File: src/rtl/mbox_pkg.sv
package mbox_pkg;
  localparam int unsigned DW     = 8;
  localparam int unsigned AW     = 5;
  localparam int unsigned MSG_N  = 16;
  localparam int unsigned STAT_N = 2;

  localparam logic [AW-1:0] STAT_BASE = 5'h10;
  localparam logic [AW-1:0] M_CTRL    = 5'h12;
  localparam logic [AW-1:0] H_CTRL    = 5'h13;
  localparam logic [AW-1:0] M_EN_BASE = 5'h14;
  localparam logic [AW-1:0] H_EN_BASE = 5'h16;

  localparam int unsigned SEND_B = 0;
  localparam int unsigned MASK_B = 1;
  localparam int unsigned PEND_B = 7;
endpackage

File: src/rtl/mbox_msg_bank.sv
module mbox_msg_bank #(
  parameter int unsigned AW = 5,
  parameter int unsigned DW = 8,
  parameter int unsigned N  = 16
) (
  input  logic                 clk_i,
  input  logic                 rst_ni,
  input  logic                 h_we_i,
  input  logic [AW-1:0]        h_addr_i,
  input  logic [DW-1:0]        h_wdata_i,
  input  logic                 m_we_i,
  input  logic [AW-1:0]        m_addr_i,
  input  logic [DW-1:0]        m_wdata_i,
  output logic [N-1:0][DW-1:0] bytes_o
);
  for (genvar i = 0; i < N; i++) begin : g_byte
    logic h_hit, m_hit;
    assign h_hit = h_we_i && (h_addr_i == AW'(i));
    assign m_hit = m_we_i && (m_addr_i == AW'(i));
    // management side wins a same-address collision
    always_ff @(posedge clk_i or negedge rst_ni) begin
      if (!rst_ni)    bytes_o[i] <= '0;
      else if (m_hit) bytes_o[i] <= m_wdata_i;
      else if (h_hit) bytes_o[i] <= h_wdata_i;
    end
  end
endmodule

File: src/rtl/mbox_status_bank.sv
module mbox_status_bank #(
  parameter int unsigned   AW   = 5,
  parameter int unsigned   DW   = 8,
  parameter int unsigned   N    = 2,
  parameter logic [AW-1:0] BASE = 5'h10
) (
  input  logic                 clk_i,
  input  logic                 rst_ni,
  input  logic                 h_we_i,
  input  logic [AW-1:0]        h_addr_i,
  input  logic [DW-1:0]        h_wdata_i,
  input  logic                 m_we_i,
  input  logic [AW-1:0]        m_addr_i,
  input  logic [DW-1:0]        m_wdata_i,
  output logic [N-1:0][DW-1:0] stat_o
);
  for (genvar i = 0; i < N; i++) begin : g_stat
    logic [DW-1:0] set_v, clr_v;
    assign set_v = (m_we_i && m_addr_i == BASE + AW'(i)) ? m_wdata_i : '0;
    assign clr_v = (h_we_i && h_addr_i == BASE + AW'(i)) ? h_wdata_i : '0;
    // set applied after clear: a concurrent event is never lost
    always_ff @(posedge clk_i or negedge rst_ni) begin
      if (!rst_ni) stat_o[i] <= '0;
      else         stat_o[i] <= (stat_o[i] & ~clr_v) | set_v;
    end
  end
endmodule

File: src/rtl/mbox_side.sv
module mbox_side
  import mbox_pkg::*;
#(
  parameter int unsigned   AW        = 5,
  parameter int unsigned   DW        = 8,
  parameter int unsigned   NS        = 2,
  parameter logic [AW-1:0] CTRL_ADDR = 5'h13,
  parameter logic [AW-1:0] EN_BASE   = 5'h16
) (
  input  logic                  clk_i,
  input  logic                  rst_ni,
  input  logic                  we_i,
  input  logic [AW-1:0]         addr_i,
  input  logic [DW-1:0]         wdata_i,
  input  logic                  peer_ring_i,
  input  logic [NS-1:0][DW-1:0] stat_i,
  output logic                  ring_o,
  output logic [DW-1:0]         ctrl_o,
  output logic [NS-1:0][DW-1:0] en_o,
  output logic                  irq_o
);
  logic ctrl_wr, pend_q, mask_q;

  assign ctrl_wr = we_i && (addr_i == CTRL_ADDR);
  assign ring_o  = ctrl_wr && wdata_i[SEND_B];

  always_ff @(posedge clk_i or negedge rst_ni) begin
    if (!rst_ni) begin
      pend_q <= 1'b0;
      mask_q <= 1'b0;
    end else begin
      // peer ring overrides own clear in the same cycle
      pend_q <= (pend_q && !(ctrl_wr && wdata_i[PEND_B])) || peer_ring_i;
      if (ctrl_wr) mask_q <= wdata_i[MASK_B];
    end
  end

  always_comb begin
    ctrl_o         = '0;
    ctrl_o[PEND_B] = pend_q;
    ctrl_o[MASK_B] = mask_q;
  end

  for (genvar i = 0; i < NS; i++) begin : g_en
    always_ff @(posedge clk_i or negedge rst_ni) begin
      if (!rst_ni)                                en_o[i] <= '0;
      else if (we_i && addr_i == EN_BASE + AW'(i)) en_o[i] <= wdata_i;
    end
  end

  logic stat_hit;
  always_comb begin
    stat_hit = 1'b0;
    for (int i = 0; i < NS; i++) stat_hit = stat_hit | (|(stat_i[i] & en_o[i]));
  end

  assign irq_o = (pend_q && !mask_q) || stat_hit;
endmodule

File: src/rtl/mbox_regs.sv
module mbox_regs
  import mbox_pkg::*;
#(
  parameter int unsigned AW     = mbox_pkg::AW,
  parameter int unsigned DW     = mbox_pkg::DW,
  parameter int unsigned MSG_N  = mbox_pkg::MSG_N,
  parameter int unsigned STAT_N = mbox_pkg::STAT_N
) (
  input  logic          clk_i,
  input  logic          rst_ni,
  input  logic          h_we_i,
  input  logic [AW-1:0] h_addr_i,
  input  logic [DW-1:0] h_wdata_i,
  output logic [DW-1:0] h_rdata_o,
  input  logic          m_we_i,
  input  logic [AW-1:0] m_addr_i,
  input  logic [DW-1:0] m_wdata_i,
  output logic [DW-1:0] m_rdata_o,
  output logic          h_irq_o,
  output logic          m_irq_o
);
  localparam int unsigned MW = $clog2(MSG_N);

  logic [MSG_N-1:0][DW-1:0]  msg;
  logic [STAT_N-1:0][DW-1:0] stat;
  logic [STAT_N-1:0][DW-1:0] h_en, m_en;
  logic [DW-1:0]             h_ctrl, m_ctrl;
  logic                      h_ring, m_ring;

  mbox_msg_bank #(.AW(AW), .DW(DW), .N(MSG_N)) i_msg (
    .clk_i, .rst_ni,
    .h_we_i, .h_addr_i, .h_wdata_i,
    .m_we_i, .m_addr_i, .m_wdata_i,
    .bytes_o(msg)
  );

  mbox_status_bank #(.AW(AW), .DW(DW), .N(STAT_N), .BASE(STAT_BASE)) i_stat (
    .clk_i, .rst_ni,
    .h_we_i, .h_addr_i, .h_wdata_i,
    .m_we_i, .m_addr_i, .m_wdata_i,
    .stat_o(stat)
  );

  mbox_side #(.AW(AW), .DW(DW), .NS(STAT_N), .CTRL_ADDR(H_CTRL), .EN_BASE(H_EN_BASE)) i_host (
    .clk_i, .rst_ni,
    .we_i(h_we_i), .addr_i(h_addr_i), .wdata_i(h_wdata_i),
    .peer_ring_i(m_ring), .stat_i(stat),
    .ring_o(h_ring), .ctrl_o(h_ctrl), .en_o(h_en), .irq_o(h_irq_o)
  );

  mbox_side #(.AW(AW), .DW(DW), .NS(STAT_N), .CTRL_ADDR(M_CTRL), .EN_BASE(M_EN_BASE)) i_mgmt (
    .clk_i, .rst_ni,
    .we_i(m_we_i), .addr_i(m_addr_i), .wdata_i(m_wdata_i),
    .peer_ring_i(h_ring), .stat_i(stat),
    .ring_o(m_ring), .ctrl_o(m_ctrl), .en_o(m_en), .irq_o(m_irq_o)
  );

  function automatic logic [DW-1:0] rd_sel(
    input logic [AW-1:0]             a,
    input logic [MSG_N-1:0][DW-1:0]  mb,
    input logic [STAT_N-1:0][DW-1:0] st,
    input logic [STAT_N-1:0][DW-1:0] he,
    input logic [STAT_N-1:0][DW-1:0] me,
    input logic [DW-1:0]             hc,
    input logic [DW-1:0]             mc
  );
    logic [DW-1:0] d;
    d = '0;
    if (a < AW'(MSG_N)) d = mb[a[MW-1:0]];
    for (int j = 0; j < STAT_N; j++) begin
      if (a == STAT_BASE + AW'(j)) d = st[j];
      if (a == H_EN_BASE + AW'(j)) d = he[j];
      if (a == M_EN_BASE + AW'(j)) d = me[j];
    end
    if (a == H_CTRL) d = hc;
    if (a == M_CTRL) d = mc;
    return d;
  endfunction

  assign h_rdata_o = rd_sel(h_addr_i, msg, stat, h_en, m_en, h_ctrl, m_ctrl);
  assign m_rdata_o = rd_sel(m_addr_i, msg, stat, h_en, m_en, h_ctrl, m_ctrl);
endmodule

File: config.mk
export PLATFORM = sky130hd
export DESIGN_NAME = mbox_regs
export DESIGN_NICKNAME = d
export VERILOG_FILES = /design/src/rtl/mbox_pkg.sv /design/src/rtl/mbox_msg_bank.sv /design/src/rtl/mbox_status_bank.sv /design/src/rtl/mbox_side.sv /design/src/rtl/mbox_regs.sv
export SDC_FILE = /design/constraint.sdc
export NUM_CORES = 1
export LEC_CHECK = 0
export BUFFER_PORTS_ARGS = -buffer_cell sky130_fd_sc_hd__buf_4
export CAP_MARGIN = 20
export CORE_MARGIN = 5
export CORE_UTILIZATION = 45
export DETAILED_ROUTE_END_ITERATION = 6
export PLACE_DENSITY_LB_ADDON = 0.05
export SLEW_MARGIN = 40
export SYNTH_ARGS = -nofsm -noshare
export SYNTH_HDL_FRONTEND = slang
export SYNTH_SLANG_ARGS = --single-unit
File: constraint.sdc
create_clock -name clk_i -period 2.2 [get_ports clk_i]
set_clock_uncertainty 0.1 [all_clocks]
set_input_delay 0.11 -clock clk_i [delete_from_list [all_inputs] [get_ports clk_i]]
set_output_delay 0.11 -clock clk_i [all_outputs]
set_load 0.1 [all_outputs]
==> metrics.txt <==
# TYPE chip_impl_metric gauge
chip_impl_metric{name="detail_route.drc_violations",unit=""} 1
chip_impl_metric{name="cap_violations",unit=""} 0
chip_impl_metric{name="number_of_enable_flip_flop_cells_after_synthesis",unit=""} 0
chip_impl_metric{name="grt_use_total",unit="%"} 32.06
chip_impl_metric{name="final_hold_viol_count",unit=""} 0
chip_impl_info{name="rsz_0062_raised_after_global_routing",value="true"} 1
chip_impl_metric{name="setup_tns",unit="ns"} -2.809
chip_impl_metric{name="maximum_clock_path_buffer_count",unit=""} 2
chip_impl_metric{name="floorplan.initialDensity",unit="%"} 45.90
chip_impl_metric{name="grt_antenna_before_repair",unit=""} 1
chip_impl_metric{name="final_max_slew_viol_count",unit=""} 0
chip_impl_metric{name="grt.overflow.total",unit=""} 0
chip_impl_metric{name="post_synth_fa_ha_maj_area_fraction",unit="%"} 0
chip_impl_metric{name="core.rowCount",unit=""} 59
chip_impl_metric{name="setup_violations",unit=""} 15
chip_impl_metric{name="core_area",unit="µm²"} 26210
chip_impl_metric{name="chipHeight",unit="µm"} 173.5
chip_impl_metric{name="detail_route.wl_per_cell",unit="µm"} 28.84
chip_impl_metric{name="synthesis.yosys.warnings",unit=""} 0
chip_impl_info{name="run_status",value="finished, violations left"} 1
chip_impl_metric{name="first_global_vias",unit=""} 10510
chip_impl_metric{name="postSynth.asyncResetShare",unit="%"} 100.0
chip_impl_metric{name="drt_iter0_markers",unit=""} 1385
chip_impl_info{name="synth_top_cells_by_area",value="dfrtp_1 (37%), mux2i_1 (13%), mux4_2 (8.4%)"} 1
chip_impl_metric{name="post_synth_and_or_nand_nor_area_fraction",unit="%"} 14.55
chip_impl_metric{name="dp_worst_setup_slack",unit="ns"} -0.06568
chip_impl_info{name="critical_path_source_type",value="flip-flop"} 1
chip_impl_metric{name="achievable-frequency",unit="MHz"} 391.5
chip_impl_info{name="largest_family_of_logic_cells_by_synthesized_area",value="multiplexers"} 1
chip_impl_metric{name="worstPathRequired",unit="ns"} 1.99
chip_impl_metric{name="via_density_per_instance",unit=""} 6.405
chip_impl_metric{name="synth_sequential_area_ratio",unit="%"} 37.45
chip_impl_metric{name="dieWidth",unit="µm"} 173.5
chip_impl_metric{name="synth-xor-area-share",unit="%"} 0
chip_impl_info{name="critPathKind",value="flip-flop to output pin"} 1
chip_impl_metric{name="yosys.area.top_type_share",unit="%"} 37.45
chip_impl_metric{name="port_buffers",unit=""} 47
chip_impl_metric{name="worstPathArrival",unit="ns"} 2.34
chip_impl_metric{name="grt_pass1_wl",unit="µm"} 72510
chip_impl_metric{name="clock_latency",unit="ns"} 0.44
chip_impl_metric{name="hpwl",unit="µm"} 33320
chip_impl_info{name="crit_path_cell_trace",value="mux4_2 > mux4_2 > inv_2 > o22ai_4 > buf_12"} 1
chip_impl_metric{name="final_layout_size_suffix_gt1_share",unit="%"} 29.27
chip_impl_metric{name="yosysUniqueCellTypes",unit=""} 73
chip_impl_metric{name="timing.max_slew.rel_slack",unit="%"} 51.27
chip_impl_info{name="setup.worst_path.end_class",value="output pin"} 1
chip_impl_metric{name="leakagePower",unit="µW"} 0.006364
chip_impl_metric{name="post-route-period-util",unit="%"} 116.1
chip_impl_metric{name="gp_congestion",unit=""} 0.9952
chip_impl_metric{name="synth_fp_nets",unit=""} 1251
chip_impl_metric{name="drt_pre_antenna_iters",unit=""} 7
chip_impl_metric{name="finalCriticalPeriod",unit="ns"} 2.554
chip_impl_metric{name="total_i_o_pin_count",unit=""} 48
chip_impl_info{name="slowest_stage",value="mux4_2"} 1
chip_impl_metric{name="tritoncts_num_sinks",unit=""} 180
chip_impl_metric{name="syn_area_per_cell",unit="µm²"} 9.851
chip_impl_metric{name="netlist_instances",unit=""} 1221
chip_impl_info{name="yosysTopAreaCell",value="dfrtp_1"} 1
chip_impl_metric{name="clkTransAtPathRegs",unit="ns"} 0.09
chip_impl_metric{name="netlist_area_before_placement",unit="µm²"} 12030
chip_impl_metric{name="area.growth.synth_to_final",unit="%"} 22.18
chip_impl_metric{name="share_of_synthesized_area_spent_on_multiplexers",unit="%"} 26.96
chip_impl_info{name="holdCritPathClass",value="input pin to flip-flop"} 1
chip_impl_metric{name="max_slew.worst_pin.slew",unit="ns"} 0.7310
chip_impl_metric{name="finish.net_count",unit=""} 1363
chip_impl_metric{name="detailroute.via_count",unit=""} 10770
chip_impl_metric{name="synth_compound_area_share",unit="%"} 16.18
chip_impl_info{name="crit_path_frequent_cell",value="mux4_2"} 1
chip_impl_metric{name="detail_route.wirelength",unit="µm"} 48480
chip_impl_info{name="tritoncts",value="done"} 1
chip_impl_metric{name="cts_made_buffers",unit=""} 17
chip_impl_info{name="failing_checks",value="DRC, setup timing"} 1
chip_impl_metric{name="fp.dieArea",unit="µm²"} 30100
chip_impl_metric{name="ctsHtreeMaxLevel",unit=""} 4
chip_impl_metric{name="cellPowerDensity",unit="nW/µm²"} 861.2
chip_impl_metric{name="insertedDiodeCount",unit=""} 0
chip_impl_metric{name="path_max_fanout",unit=""} 3
chip_impl_metric{name="synth.ff_latch_count",unit=""} 180
chip_impl_metric{name="grt_start_max_net_pins",unit=""} 112
chip_impl_metric{name="drt.antenna.violating_nets",unit=""} 0
chip_impl_metric{name="timing.critical_path.slowest_cell_delay",unit="ns"} 0.55
chip_impl_metric{name="power.ir.vdd_worst",unit="mV"} 0.5470
chip_impl_info{name="primary_ff_master_synth",value="dfrtp_1"} 1
chip_impl_metric{name="post-route-worst-setup-slack",unit="ns"} -0.3545
chip_impl_info{name="clk_root_buffer_cell",value="clkbuf_16"} 1
## logic make-up after synthesis
| group | after synthesis |
|---|---|
| simple gates | 363 |
| compound gates | 312 |
| mux | 249 |
| flops | 180 |
| buf+inv | 117 |
## cell usage after synthesis (3+ instances only)
cell,n
inv_1,12
buf_6,6
nand2_1,142
a32o_1,4
a32oi_1,4
o21a_1,5
mux2i_1,162
mux2_2,33
nor3_1,3
o2111ai_1,4
mux4_1,9
a221oi_1,9
clkbuf_1,51
a21boi_0,3
nor3_2,5
dfrtp_1,180
o31ai_1,7
o221ai_1,3
and2b_1,3
o32ai_1,4
and2_1,7
a31oi_1,9
o22ai_1,5
a22o_1,19
nand3_1,22
o21ai_1,13
nor2_1,108
nor2b_1,17
buf_4,12
nand4_1,3
nand2b_1,12
a22oi_1,23
and3_1,6
nor3b_1,8
a21oi_1,94
mux4_2,45
o21ai_0,83
nand2_2,5
o2bb2ai_1,4
buf_2,31
## layout make-up
class / count / area [µm²]
fill: 2335 / 11510
multi-input combinational: 924 / 7219
sequential: 180 / 4513
timing repair buffer: 195 / 1912
clock buffer: 18 / 439.2
tap: 335 / 419.2
clock inverter: 14 / 136.4
inverter: 15 / 56.30
## state kept, by name, summed over array words and instances (netlist names)
signal / cells
i_mgmt.pend_q: 1
i_host.en_o: 16
i_host.mask_q: 1
i_stat.stat_o: 16
i_mgmt.mask_q: 1
i_mgmt.en_o: 16
i_msg.bytes_o: 128
i_host.pend_q: 1
## metal layers
| metal | track usage (%) | wire length, µm | up-vias | share of wire, % |
|---|---|---|---|---|
| met5 | 0 | 20 | - | 0.041 |
| met4 | 9.711 | 1632 | 2 | 3.4 |
| met3 | 5.823 | 3768 | 96 | 7.8 |
| met2 | 50.11 | 21990 | 522 | 45 |
| met1 | 45.68 | 21070 | 5405 | 43 |
| li1 | - | - | 4742 | - |
## cell usage in the layout (no fill, tap or decap), types with 6 or more instances in the layout
| cell type | count |
|---|---|
| a21oi_1 | 83 |
| a21oi_2 | 11 |
| a22o_1 | 19 |
| a22oi_1 | 18 |
| a22oi_2 | 6 |
| and2_1 | 7 |
| and3_1 | 6 |
| buf_12 | 30 |
| buf_4 | 142 |
| buf_6 | 9 |
| clkbuf_16 | 17 |
| dfrtp_1 | 173 |
| dfrtp_2 | 7 |
| dlygate4sd3_1 | 13 |
| inv_1 | 10 |
| mux2_2 | 33 |
| mux2i_1 | 157 |
| mux4_2 | 50 |
| nand2_1 | 134 |
| nand2_2 | 13 |
| nand2b_1 | 11 |
| nand3_1 | 17 |
| nand3_2 | 6 |
| nor2_1 | 106 |
| nor2b_1 | 17 |
| nor3b_1 | 8 |
| o21ai_0 | 82 |
| o21ai_1 | 10 |
| o31ai_1 | 7 |
## where the power goes
group / switching (µW) / total (µW) / internal [µW]
clock network: 1610 / 3150 / 1540
logic: 2370 / 4420 / 2060
registers: 950 / 5080 / 4130
## final timing paths
check	from	endpoint	slack (ns)	cells after the start
setup reg to reg	i_host.en_o[10]	i_host.en_o[10]	1.13	2
max in group asynchronous	rst_ni	i_mgmt.en_o[2]	1.17	3
hold / removal	h_wdata_i[7]	i_host.pend_q	0.04	3
setup / recovery	i_msg.bytes_o[27]	h_rdata_o[3]	-0.35	5
hold reg to reg	i_msg.bytes_o[94]	i_msg.bytes_o[94]	0.50	2
min in group asynchronous	rst_ni	i_msg.bytes_o[29]	0.13	3
## worst max-delay path: cells and delay by family, from the launching register on
| family | cells | cell delay (ns) |
|---|---|---|
| mux | 2 | 1.09 |
| compound gates | 1 | 0.07 |
| flops | 1 | 0.44 |
| buf+inv | 2 | 0.28 |
## through the flow
| step | total power, µW | area (µm²) | hold WS [ns] | utilization (%) | std cells |
|---|---|---|---|---|---|
| global route | 13160 | 14700 | 0.04872 | 56.08 | 1681 |
| CTS | 12470 | 14570 | 0.02467 | 55.59 | 1676 |
| finish | 12660 | 14700 | 0.03921 | 56.08 | 1681 |
| detailed placement | 8925 | 13400 | 0.06926 | 51.13 | 1615 |
| global placement | 8889 | 13400 | 0.07451 | 51.13 | 1615 |
| floorplan | 7291 | 12090 | -0.2856 | - | 1221 |
## what timing repair did
item / CTS / global route
hold endpoints to repair: 228 / 0
gates resized for setup: 92 / 24
endpoints found under the setup margin: 17 / 18
buffers inserted: 19 / 5
hold buffers: 13 / 0
pin swaps: 21 / 9
No activity file was read; power rests on OpenSTA's default activity.
